--- config.mk ---
export PLATFORM = sky130hd
export DESIGN_NAME = fanout_regbuf
export DESIGN_NICKNAME = d
export VERILOG_FILES = /design/src/rtl/fanout_regbuf_pkg.sv /design/src/rtl/ffb_chan_select.sv /design/src/rtl/ffb_reg_bank.sv /design/src/rtl/ffb_out_map.sv /design/src/rtl/fanout_regbuf.sv
export SDC_FILE = /design/constraint.sdc
export NUM_CORES = 1
export LEC_CHECK = 0
export ABC_AREA = 1
export BUFFER_PORTS_ARGS = -buffer_cell sky130_fd_sc_hd__buf_4
export CORE_MARGIN = 5
export CORE_UTILIZATION = 51
export DETAILED_ROUTE_END_ITERATION = 7
export HOLD_SLACK_MARGIN = 0.02
export PLACE_DENSITY_LB_ADDON = 0.1
export SLEW_MARGIN = 30
export SYNTH_ARGS = -nofsm -noshare
export SYNTH_HDL_FRONTEND = slang
export SYNTH_SLANG_ARGS = --single-unit
--- constraint.sdc ---
create_clock -name clk -period 1.6 [get_ports clk]
set_input_delay 0 -clock clk [delete_from_list [all_inputs] [get_ports clk]]
set_output_delay 0 -clock clk [all_outputs]
set_load 0.05 [all_outputs]
--- src/rtl/fanout_regbuf_pkg.sv ---
// Shared types for the configurable registered fan-out buffer.
package fanout_regbuf_pkg;

    // Shape selection captured together with the data.
    typedef struct packed {
        logic narrow;   // 1: reduced channel count with duplicated outputs
        logic alt;      // 1: upper bus window in narrow shape
    } shape_t;

endpackage

--- src/rtl/ffb_chan_select.sv ---
// Input channel steering.
// Picks which input bits feed the logical channels for the requested shape.
// Assumes WIDE_W >= NARROW_W; channels above NARROW_W read zero in narrow shape.
module ffb_chan_select
    import fanout_regbuf_pkg::*;
#(
    parameter int WIDE_W   = 25,
    parameter int NARROW_W = 14
) (
    input  logic [WIDE_W-1:0] din,
    input  shape_t            shape,
    output logic [WIDE_W-1:0] sel_chan
);
    localparam int HI_BASE = WIDE_W - NARROW_W;

    for (genvar i = 0; i < WIDE_W; i++) begin : g_sel
        if (i < NARROW_W) begin : g_shared
            // Shared channel: lower or upper window in narrow shape.
            always_comb begin
                if (shape.narrow && shape.alt) sel_chan[i] = din[HI_BASE + i];
                else                           sel_chan[i] = din[i];
            end
        end else begin : g_wide_only
            // Channel used only in the wide shape.
            always_comb sel_chan[i] = shape.narrow ? 1'b0 : din[i];
        end
    end

endmodule

--- src/rtl/ffb_reg_bank.sv ---
// Channel register bank.
// The lowest CTRL_CH channels load every edge. The rest hold while hold_data is high.
// Assumes the asynchronous active-low reset dominates every other input.
module ffb_reg_bank #(
    parameter int WIDE_W  = 25,
    parameter int CTRL_CH = 2
) (
    input  logic              clk,
    input  logic              rst_n,
    input  logic              hold_data,
    input  logic [WIDE_W-1:0] sel_chan,
    output logic [WIDE_W-1:0] chan_q
);
    for (genvar i = 0; i < WIDE_W; i++) begin : g_bit
        if (i < CTRL_CH) begin : g_ctrl
            // Control channel: captured at every edge, never frozen.
            always_ff @(posedge clk or negedge rst_n) begin
                if (!rst_n) chan_q[i] <= 1'b0;
                else        chan_q[i] <= sel_chan[i];
            end
        end else begin : g_data
            // Data channel: captured unless the gating freezes it.
            always_ff @(posedge clk or negedge rst_n) begin
                if (!rst_n)          chan_q[i] <= 1'b0;
                else if (!hold_data) chan_q[i] <= sel_chan[i];
            end
        end
    end

endmodule

--- src/rtl/ffb_out_map.sv ---
// Output mapping.
// Places the registered channels on the primary bus and the duplicate bus for the captured shape.
// Assumes unused output bits must read zero.
module ffb_out_map
    import fanout_regbuf_pkg::*;
#(
    parameter int WIDE_W   = 25,
    parameter int NARROW_W = 14
) (
    input  logic [WIDE_W-1:0]   chan_q,
    input  shape_t              shape_q,
    output logic [WIDE_W-1:0]   qa_out,
    output logic [NARROW_W-1:0] qb_out
);
    localparam int HI_BASE = WIDE_W - NARROW_W;

    for (genvar i = 0; i < WIDE_W; i++) begin : g_qa
        logic lo_bit;
        logic hi_bit;
        if (i < NARROW_W) begin : g_lo
            assign lo_bit = chan_q[i];
        end else begin : g_lo_off
            assign lo_bit = 1'b0;
        end
        if (i >= HI_BASE) begin : g_hi
            assign hi_bit = chan_q[i - HI_BASE];
        end else begin : g_hi_off
            assign hi_bit = 1'b0;
        end
        // Primary bit: straight, lower window or upper window.
        always_comb begin
            if (!shape_q.narrow)  qa_out[i] = chan_q[i];
            else if (shape_q.alt) qa_out[i] = hi_bit;
            else                  qa_out[i] = lo_bit;
        end
    end

    for (genvar j = 0; j < NARROW_W; j++) begin : g_qb
        // Duplicate bit: live only in narrow shape.
        always_comb qb_out[j] = shape_q.narrow ? chan_q[j] : 1'b0;
    end

endmodule

--- src/rtl/fanout_regbuf.sv ---
// Configurable registered fan-out buffer, top level.
// Steers inputs, registers channels with chip-select gating, maps outputs.
// Assumes configuration pins are quasi-static; they are registered with the data.
module fanout_regbuf
    import fanout_regbuf_pkg::*;
#(
    parameter int WIDE_W   = 25,
    parameter int NARROW_W = 14,
    parameter int CTRL_CH  = 2
) (
    input  logic                clk,
    input  logic                rst_n,
    input  logic                cfg_narrow,
    input  logic                cfg_alt_map,
    input  logic [WIDE_W-1:0]   din,
    input  logic                gate_cs,
    input  logic                gate_en,
    output logic [WIDE_W-1:0]   qa_out,
    output logic [NARROW_W-1:0] qb_out,
    output logic                cs_out
);
    shape_t            shape_now;
    shape_t            shape_q;
    logic [WIDE_W-1:0] sel_chan;
    logic [WIDE_W-1:0] chan_q;
    logic              hold_data;

    assign shape_now = '{narrow: cfg_narrow, alt: cfg_alt_map};
    assign hold_data = gate_cs & gate_en;

    // Capture shape and chip-select together with the channels.
    always_ff @(posedge clk or negedge rst_n) begin
        if (!rst_n) begin
            shape_q <= '0;
            cs_out  <= 1'b0;
        end else begin
            shape_q <= shape_now;
            cs_out  <= gate_cs;
        end
    end

    ffb_chan_select #(.WIDE_W(WIDE_W), .NARROW_W(NARROW_W)) u_sel (
        .din      (din),
        .shape    (shape_now),
        .sel_chan (sel_chan)
    );

    ffb_reg_bank #(.WIDE_W(WIDE_W), .CTRL_CH(CTRL_CH)) u_bank (
        .clk       (clk),
        .rst_n     (rst_n),
        .hold_data (hold_data),
        .sel_chan  (sel_chan),
        .chan_q    (chan_q)
    );

    ffb_out_map #(.WIDE_W(WIDE_W), .NARROW_W(NARROW_W)) u_map (
        .chan_q  (chan_q),
        .shape_q (shape_q),
        .qa_out  (qa_out),
        .qb_out  (qb_out)
    );

endmodule

==> impl_metrics.json, run 1 <==
{
  "maxCapViolCount": 0,
  "core_um2": 3053,
  "synth_top_family_by_area": "simple AND/OR/NAND/NOR gates",
  "cts_buffer_depth": 2,
  "path_cells": "buf_4, nand2_1, inv_1, nand2_1, o21ai_1, buf_4",
  "first_pass_iters": 5,
  "met1_usage": 0.3088,
  "seqCellArea_um2": 701.9,
  "synth-simple-area-share": 0.2958,
  "fin_nets": 375,
  "grt_pass1_wl_um": 7721,
  "drv_slew": 0,
  "drt_iter0_drc": 138,
  "synthMuxAreaShare": 0,
  "netlist_area_um2": 1624,
  "holdWs_ps": 94.54,
  "grt_pass1_vias": 1681,
  "worst_pin_slew_ps": 415.3,
  "layout_min_cycle_time_ps": 1517,
  "hold_viol": 0,
  "die_w_um": 66.43,
  "period_share": 0.9480,
  "hold_class": "input port to async pin",
  "grt_usage": 0.2279,
  "ios": 71,
  "worst_setup_path_start_kind": "register",
  "place.gp.congestion": 0.8157,
  "worstSetupEndpointType": "output pin",
  "die_h_um": 66.43,
  "vias": 1808,
  "detail_route.wirelength_um": 4800,
  "io_buffer_count": 70,
  "cts_tree": "yes",
  "slew_headroom": 0.7225,
  "cpPeakStageDelay_ps": 460,
  "avgRoutedWirePerCell_um": 12.44,
  "use_met3": 0.04592,
  "busiest_layer": "met2",
  "clk_latency_ps": 330,
  "synth_nets": 276,
  "antenna_cells": 0,
  "multi_input_area_um2": 615.6,
  "instances_no_fill": 386,
  "areaGrowthSynthToFinish_pct": 54.47,
  "power.density_nw_per_um2": 786.7,
  "use_met2": 0.3755,
  "crit_path_max_fanout": 17,
  "yosys.area_share.adder": 0,
  "crit_arrival_ps": 1520,
  "h-tree-depth": 1,
  "max_freq_mhz": 659.3,
  "clock-sinks": 28,
  "setup_violations": 0,
  "rows": 20,
  "synth-xor-area-share": 0,
  "max-vdd-ir-drop_mv": 0.6657,
  "drive_gt1_frac": 0.2398,
  "rsz0062_at_grt": "yes",
  "ys_seq_area_frac": 0.4314,
  "initial_utilization": 0.5320,
  "dpl.cell_count": 350,
  "clkTransAtPathRegs_ps": 150,
  "yosysWarnings": 0,
  "root_buffer": "clkbuf_4",
  "fillers": 221,
  "hpwl_um": 3348,
  "leakage_nw": 1.494,
  "via_per_inst": 4.684,
  "critPathRequiredTime_ps": 1600,
  "synth-seq-cells": 28,
  "setup_total_negative_slack_ps": 0,
  "drc": 0,
  "antenna_found_initial": 0,
  "avgSynthCellArea_um2": 6.629,
  "grt_max_degree": 29,
  "synth_compound_area_frac": 0.08320,
  "cpMaxStageDelayCell": "dfrtp_2",
  "status": "finished clean",
  "cts_buffers": 3,
  "grt_overflow": 0,
  "fin_skew_ps": 0,
  "synthCells": 245,
  "dieArea_um2": 4413,
  "critical_path_class": "register to output pin",
  "ant_nets": 0,
  "synth.distinct_cells": 12
}
final cells by class:
type / count / share of cell area
timing repair buffer: 107 / 0.3511
tap: 44 / 0.02195
sequential: 28 / 0.2798
multi-input combinational: 142 / 0.2454
clock buffer: 3 / 0.008978
inverter: 62 / 0.09277
through the flow:
stage                 util  setup slack [ps]  power (W)  area [um2]
detailed placement  0.7074             339.4   0.001616        2160
CTS                 0.8168             58.48   0.001964        2494
global route        0.8217            -14.07   0.002071        2509
global placement    0.7074             384.3   0.001606        2160
floorplan                -            -153.9   0.001343        1624
finish              0.8217             83.15   0.001974        2509
cell usage after synthesis:
master   number  area share
buf_4         2      0.0092
buf_1         1      0.0023
buf_2         9       0.028
o21ai_1       2      0.0062
buf_6         1      0.0069
nand2_2       2      0.0077
nand2_1      67        0.15
nor2_1       11       0.025
o21ai_0      25       0.077
inv_1        62        0.14
dfrtp_1      28        0.43
nand3_1      35        0.11
sequential cells by signal (all words and copies together) (netlist names):
name,count
shape_q,2
u_bank.chan_q,25
cs_out,1
per-layer routing:
layer	share of wire	wire length (um)
met4	0.013	64
met2	0.47	2249
met5	0	0
met3	0.077	369
met1	0.44	2116
worst max-delay path, delay by kind of cell (launching register included):
family	cells	cell delay (ps)
AO/OA/AOI/OAI	1	90
AND/OR/NAND/NOR	2	110
buffers and inverters	3	520
flip-flops	1	460
cell families (layout without fill, tap and decap cells):
logic type,Yosys count,after routing
flops,28,28
buf+inv,75,172
simple gates,115,115
compound gates,27,27
cells in the final DEF, fill, tap and decap left out:
cell           instances
buf_4                 76
nand2_1               67
inv_1                 62
nand3_1               35
dlygate4sd3_1         31
dfrtp_1               27
o21ai_0               18
nor2_1                11
o21ai_1                9
clkbuf_4               3
nand2_2                2
dfrtp_2                1
path summary, 6_finish.rpt:
kind | startpoint | end | slack, ps | depth (start not counted)
setup / recovery | shape_q[1] | qa_out[17] | 80 | 6
hold / removal | rst_n | u_bank.chan_q[21] | 90 | 2
setup reg to reg | u_bank.chan_q[23] | u_bank.chan_q[23] | 920 | 2
hold reg to reg | u_bank.chan_q[6] | u_bank.chan_q[6] | 540 | 2
max in group asynchronous | rst_n | shape_q[1] | 1210 | 2
min in group clk | gate_en | u_bank.chan_q[21] | 220 | 4
power breakdown:
part | leakage [nW] | switching, W | internal (W)
clock network | 0.0138 | 0.000211 | 0.0000887
registers | 0.341 | 0.0000436 | 0.000768
logic | 1.14 | 0.000566 | 0.000296
what timing repair did:
item                                    CTS  global route
hold buffers                             31             0
hold endpoints to repair                 56             0
setup buffers                             0             2
resized for setup                         1             0
endpoints found under the setup margin   19            19
(Power assumes the default switching activity.)
==> run 2: changes to the inputs <==
Settings changed: CORE_MARGIN 5 to 3.
==> impl_metrics.json, run 2 (same netlist as run 1, synthesis figures left out) <==
{
  "status": "complete, but fails checks",
  "violations": "setup timing",
  "root_buffer": "clkbuf_4",
  "clk_latency_ps": 350,
  "dieArea_um2": 3898,
  "met1_length_um": 2174,
  "fin_nets": 379,
  "grt_max_degree": 29,
  "fin_area_um2": 2601,
  "vias": 1998,
  "rows": 19,
  "cpPeakStageDelay_ps": 510,
  "rsz0062_at_grt": "yes",
  "internal-power_w": 0.001330,
  "power_frac_clock": 0.220,
  "worst_setup_path_start_kind": "register",
  "via_per_inst": 5.136,
  "fin_skew_ps": 0,
  "cp_common_cell": "buf_4",
  "wl_met2_um": 2851,
  "p_comb_frac": 0.408,
  "fillers": 159,
  "wl_met3_um": 480,
  "crit_arrival_ps": 1620,
  "p_sw_w": 0.0008647,
  "power.density_nw_per_um2": 843.6,
  "p_seq_frac": 0.372,
  "grt_pass1_wl_um": 8190,
  "die_h_um": 62.43,
  "hold_class": "input port to async pin",
  "critPathRequiredTime_ps": 1600,
  "h-tree-depth": 1,
  "grt_usage": 0.2568,
  "largest_registers": "u_bank.chan_q (25), shape_q (2), cs_out (1)",
  "final_common_cell": "buf_4",
  "multi_input_area_um2": 628.1,
  "initial_utilization": 0.5600,
  "drive_gt1_frac": 0.2536,
  "setup_violations": 1,
  "period_share": 1.010,
  "detail_route.wirelength_um": 5607,
  "largest_reg_flops": 25,
  "highest_layer": "met4",
  "slew_headroom": 0.7340,
  "worstSetupEndpointType": "output pin",
  "core_um2": 2900,
  "areaGrowthSynthToFinish_pct": 60.17,
  "cpMaxStageDelayCell": "dfrtp_2",
  "path_cells": "buf_4, buf_4, nand2_1, inv_1, nand2_1, o21ai_0, buf_4",
  "clkTransAtPathRegs_ps": 160,
  "first_pass_iters": 7,
  "clock-sinks": 28,
  "seqCellArea_um2": 701.9,
  "grt_pass1_vias": 1756,
  "die_w_um": 62.43,
  "antenna_cells": 0,
  "antenna_found_initial": 0,
  "power_w": 0.002194,
  "drt_iter0_drc": 240,
  "cts_buffer_depth": 2,
  "grt_overflow": 0,
  "hold_viol": 0,
  "hpwl_um": 3224,
  "leakage_nw": 1.530,
  "max_freq_mhz": 619.1,
  "fin_ws_ps": -15.30,
  "worst_pin_slew_ps": 398.6,
  "cts_buffers": 3,
  "maxCapViolCount": 0,
  "dpl_cell_area_um2": 2162,
  "critical_path_class": "register to output pin",
  "final_cell_mix": "buf_4 (76), nand2_1 (66), inv_1 (61)",
  "crit_path_max_fanout": 7,
  "max-vdd-ir-drop_mv": 0.8363,
  "swShare": 0.3940,
  "cts_tree": "yes",
  "avgRoutedWirePerCell_um": 14.41,
  "drv_slew": 0,
  "place.gp.congestion": 0.8328,
  "setup_total_negative_slack_ps": -15.30,
  "drc": 0,
  "pre_cts_ws_ps": 289.5,
  "regMostFlops": "u_bank.chan_q",
  "ios": 71,
  "ant_nets": 0,
  "io_buffer_count": 70,
  "layout_min_cycle_time_ps": 1615
}
-- run 2: cell types whose count changed in the layout (fill, tap and decap cells not counted) --
cell,change
buf_12,+1
buf_6,+1
dlygate4sd3_1,+1
clkinvlp_4,+2
nand2_1,-1
nand2_4,+2
inv_1,-1
bufinv_16,+1
nand2_2,-1
-- run 2: final timing paths --
path                                   startpoint                 to  slack, ps  depth (start not counted)
worst min register to register  u_bank.chan_q[18]  u_bank.chan_q[18]        540                          2
worst max-delay path                   shape_q[1]         qa_out[22]        -20                          7
max in group asynchronous                   rst_n         shape_q[1]       1250                          2
worst min-delay path                        rst_n  u_bank.chan_q[21]         70                          2
min in group clk                          gate_en   u_bank.chan_q[7]        120                          4
worst max register to register   u_bank.chan_q[4]   u_bank.chan_q[4]        910                          2
-- run 2: power groups by stage --
stage | clock network [W] | logic (W) | registers, W
detailed placement | 0 | 0.000792 | 0.000826
global route | 0.000500 | 0.000952 | 0.000823
floorplan | 0 | 0.000531 | 0.000812
global placement | 0 | 0.000784 | 0.000823
finish | 0.000482 | 0.000896 | 0.000816
CTS | 0.000473 | 0.000860 | 0.000813
-- run 2: per-layer routing --
layer,vias to the layer above,global-route usage
met1,927,0.3499
met5,-,0
met2,129,0.4181
li1,930,-
met3,12,0.05216
met4,0,0.06612
-- run 2: cell type report --
class                      instances  share of cell area
tap                               42             0.02020
inverter                          62             0.09091
clock buffer                       3            0.008658
timing repair inverter             1            0.002886
timing repair buffer             110              0.3545
multi-input combinational        142              0.2415
sequential                        28              0.2698
clock inverter                     1             0.01154
-- run 2: metrics by stage --
| step | cells | utilization | hold slack (ps) |
|---|---|---|---|
| floorplan | 245 | - | -295.6 |
| global placement | 347 | 0.7455 | -61.53 |
| detailed placement | 347 | 0.7455 | -64.96 |
| CTS | 383 | 0.8745 | 95.79 |
| global route | 389 | 0.8969 | 105.6 |
| finish | 389 | 0.8969 | 71.00 |
-- run 2: what timing repair did --
item                                   in CTS  in global routing
pin swaps                                   0                  0
hold buffers                               32                  0
setup endpoints to repair                  18                 19
resized for setup                           1                  6
setup buffers                               0                  5
endpoints found under the hold margin      56                  0
cloned                                      0                  1
-- run 2: worst max-delay path, delay by kind of cell, from the launching register on --
family          cells  cell delay, ps
simple gates        2             130
compound gates      1              90
buf+inv             4             540
flops               1             510
==> run 3: changes to the inputs <==
Settings changed: CAP_MARGIN set to 20, CORE_UTILIZATION 51 to 30.
==> impl_metrics.json, run 3 (same netlist as run 1, synthesis figures left out) <==
{
  "critPathBufInv": 3,
  "final_util": 0.4775,
  "dieArea_um2": 6332,
  "cpMaxStageDelayCell": "dlygate4sd3_1",
  "cts_buffers": 3,
  "crit_path_max_fanout": 16,
  "cp_common_cell": "dlygate4sd3_1",
  "drc": 0,
  "final_cell_mix": "buf_4 (75), nand2_1 (67), inv_1 (62)",
  "maxCapViolCount": 0,
  "hold_class": "input port to register",
  "setup_violations": 0,
  "worst_setup_path_start_kind": "input port",
  "path_depth": 6,
  "critical_path_class": "input port to register",
  "initial_utilization": 0.3140,
  "period_share": 0.8999,
  "drv_slew": 0,
  "swShare": 0.3975,
  "grt_max_degree": 29,
  "drive_gt1_frac": 0.2440,
  "grt_pass1_wl_um": 8204,
  "max_freq_mhz": 694.5,
  "power.density_nw_per_um2": 851.4,
  "worstSetupEndpointType": "register",
  "power_frac_clock": 0.215,
  "status": "finished clean",
  "hold_viol": 0,
  "internal-power_w": 0.001267,
  "holdWs_ps": 20.41,
  "cts_tree": "yes",
  "clk_latency_ps": 270,
  "crit_arrival_ps": 1610,
  "cts_buffer_depth": 2,
  "slew_headroom": 0.7378,
  "crit_family": "buffers and inverters",
  "worst_pin_slew_ps": 392.8,
  "areaGrowthSynthToFinish_pct": 52.08,
  "clock-sinks": 28,
  "worstReg2RegEnd": "u_bank.chan_q[13]",
  "cpPeakStageDelay_ps": 550,
  "layout_min_cycle_time_ps": 1440,
  "fin_skew_ps": 0,
  "h-tree-depth": 1,
  "grt_usage": 0.1629,
  "power_w": 0.002103,
  "grt_overflow": 0,
  "setup.worst_path.end": "u_bank.chan_q[1]",
  "via_per_inst": 4.199,
  "p_seq_frac": 0.385,
  "p_comb_frac": 0.400,
  "critPathRequiredTime_ps": 1770,
  "core_um2": 5172,
  "vias": 1688,
  "hpwl_um": 3537,
  "cp-startpoint": "cfg_narrow",
  "grt_pass1_vias": 1648,
  "fillers": 567,
  "rrSetupSlack_ps": 930,
  "io_buffer_count": 70,
  "detail_route.wirelength_um": 4912,
  "leakage_nw": 1.468,
  "antenna_found_initial": 0,
  "path_cells": "dlygate4sd3_1, buf_4, nand2_4, nand2_1, o21ai_1, dlygate4sd3_1",
  "die_h_um": 79.58,
  "die_w_um": 79.58,
  "ant_nets": 0,
  "first_pass_iters": 5,
  "r2r-start": "u_bank.chan_q[13]",
  "antenna_cells": 0,
  "cts_setup_buffers": 0,
  "ios": 71,
  "rsz0062_at_grt": "no",
  "clkTransAtPathRegs_ps": 100,
  "regMostFlops": "u_bank.chan_q",
  "largest_reg_flops": 25,
  "max-vdd-ir-drop_mv": 0.3170,
  "r2r_cells": 2,
  "drt_iter0_drc": 69,
  "place.gp.congestion": 0.7538,
  "rows": 26,
  "root_buffer": "clkbuf_8",
  "largest_registers": "u_bank.chan_q (25), shape_q (2), cs_out (1)",
  "final_common_cell": "buf_4",
  "p_sw_w": 0.0008360,
  "fin_nets": 364,
  "avgRoutedWirePerCell_um": 12.22
}
run 3: cell count changes in the layout (fill, tap and decap cells not counted), moves of 2 or more:
cell           before  now
dlygate4sd3_1      32   21
clkbuf_8            0    4
clkbuf_4            3    0
clkinvlp_4          2    0
run 3: final cells by class:
cell class,count,area (um2),share of cell area
well taps,70,87.58,0.03546
multi-input cells,142,620.6,0.2513
clock buffers,4,55.05,0.02229
repair buffers,96,773.2,0.3131
inverters,62,232.7,0.09422
flip-flops and latches,28,700.7,0.2837
run 3: worst min-delay path by stage:
stage | start | to | slack (ps) | depth (start not counted)
finish | din[8] | u_bank.chan_q[8] | 20 | 5
floorplan | rst_n | cs_out | -300 | 0
global placement | rst_n | u_bank.chan_q[20] | -50 | 1
CTS | din[7] | u_bank.chan_q[7] | 20 | 5
global route | din[7] | u_bank.chan_q[7] | 40 | 5
detailed placement | rst_n | u_bank.chan_q[20] | -50 | 1
run 3: routing by layer:
metal  up-vias  global-route usage  wire length (um)
li1        899                   -                 -
met1       752              0.2447              2502
met2        35              0.2446              2172
met4         0             0.03952                30
met3         2             0.02257               207
met5         -                   0                 0
run 3: worst min-delay path: stages:
cell	delay, ps
buf_4	80
inv_1	30
nand2_1	50
nand3_1	60
nand2_1	50
run 3: power by group through the flow:
stage / Sequential [W] / Clock, W / Combinational [W]
finish: 0.000809 / 0.000452 / 0.000842
global route: 0.000819 / 0.000483 / 0.000910
CTS: 0.000809 / 0.000457 / 0.000846
detailed placement: 0.000823 / 0 / 0.000802
global placement: 0.000823 / 0 / 0.000802
floorplan: 0.000812 / 0 / 0.000531
run 3: repair_timing:
action | in CTS | in global routing
gates resized for setup | 0 | 1
endpoints found under the setup margin | 0 | 2
hold buffers | 21 | 0
endpoints found under the hold margin | 46 | 0
run 3: metrics by stage:
stage / TNS (ps) / cells / worst slack, ps / cell area [um2]
3_5_place_dp: 0 / 377 / 522.6 / 2200
5_1_grt: 0 / 402 / 65.61 / 2470
3_3_place_gp: 0 / 377 / 542.5 / 2200
2_1_floorplan: -1078 / 245 / -153.9 / 1624
4_1_cts: 0 / 402 / 67.18 / 2465
6_report: 0 / 402 / 160.1 / 2470
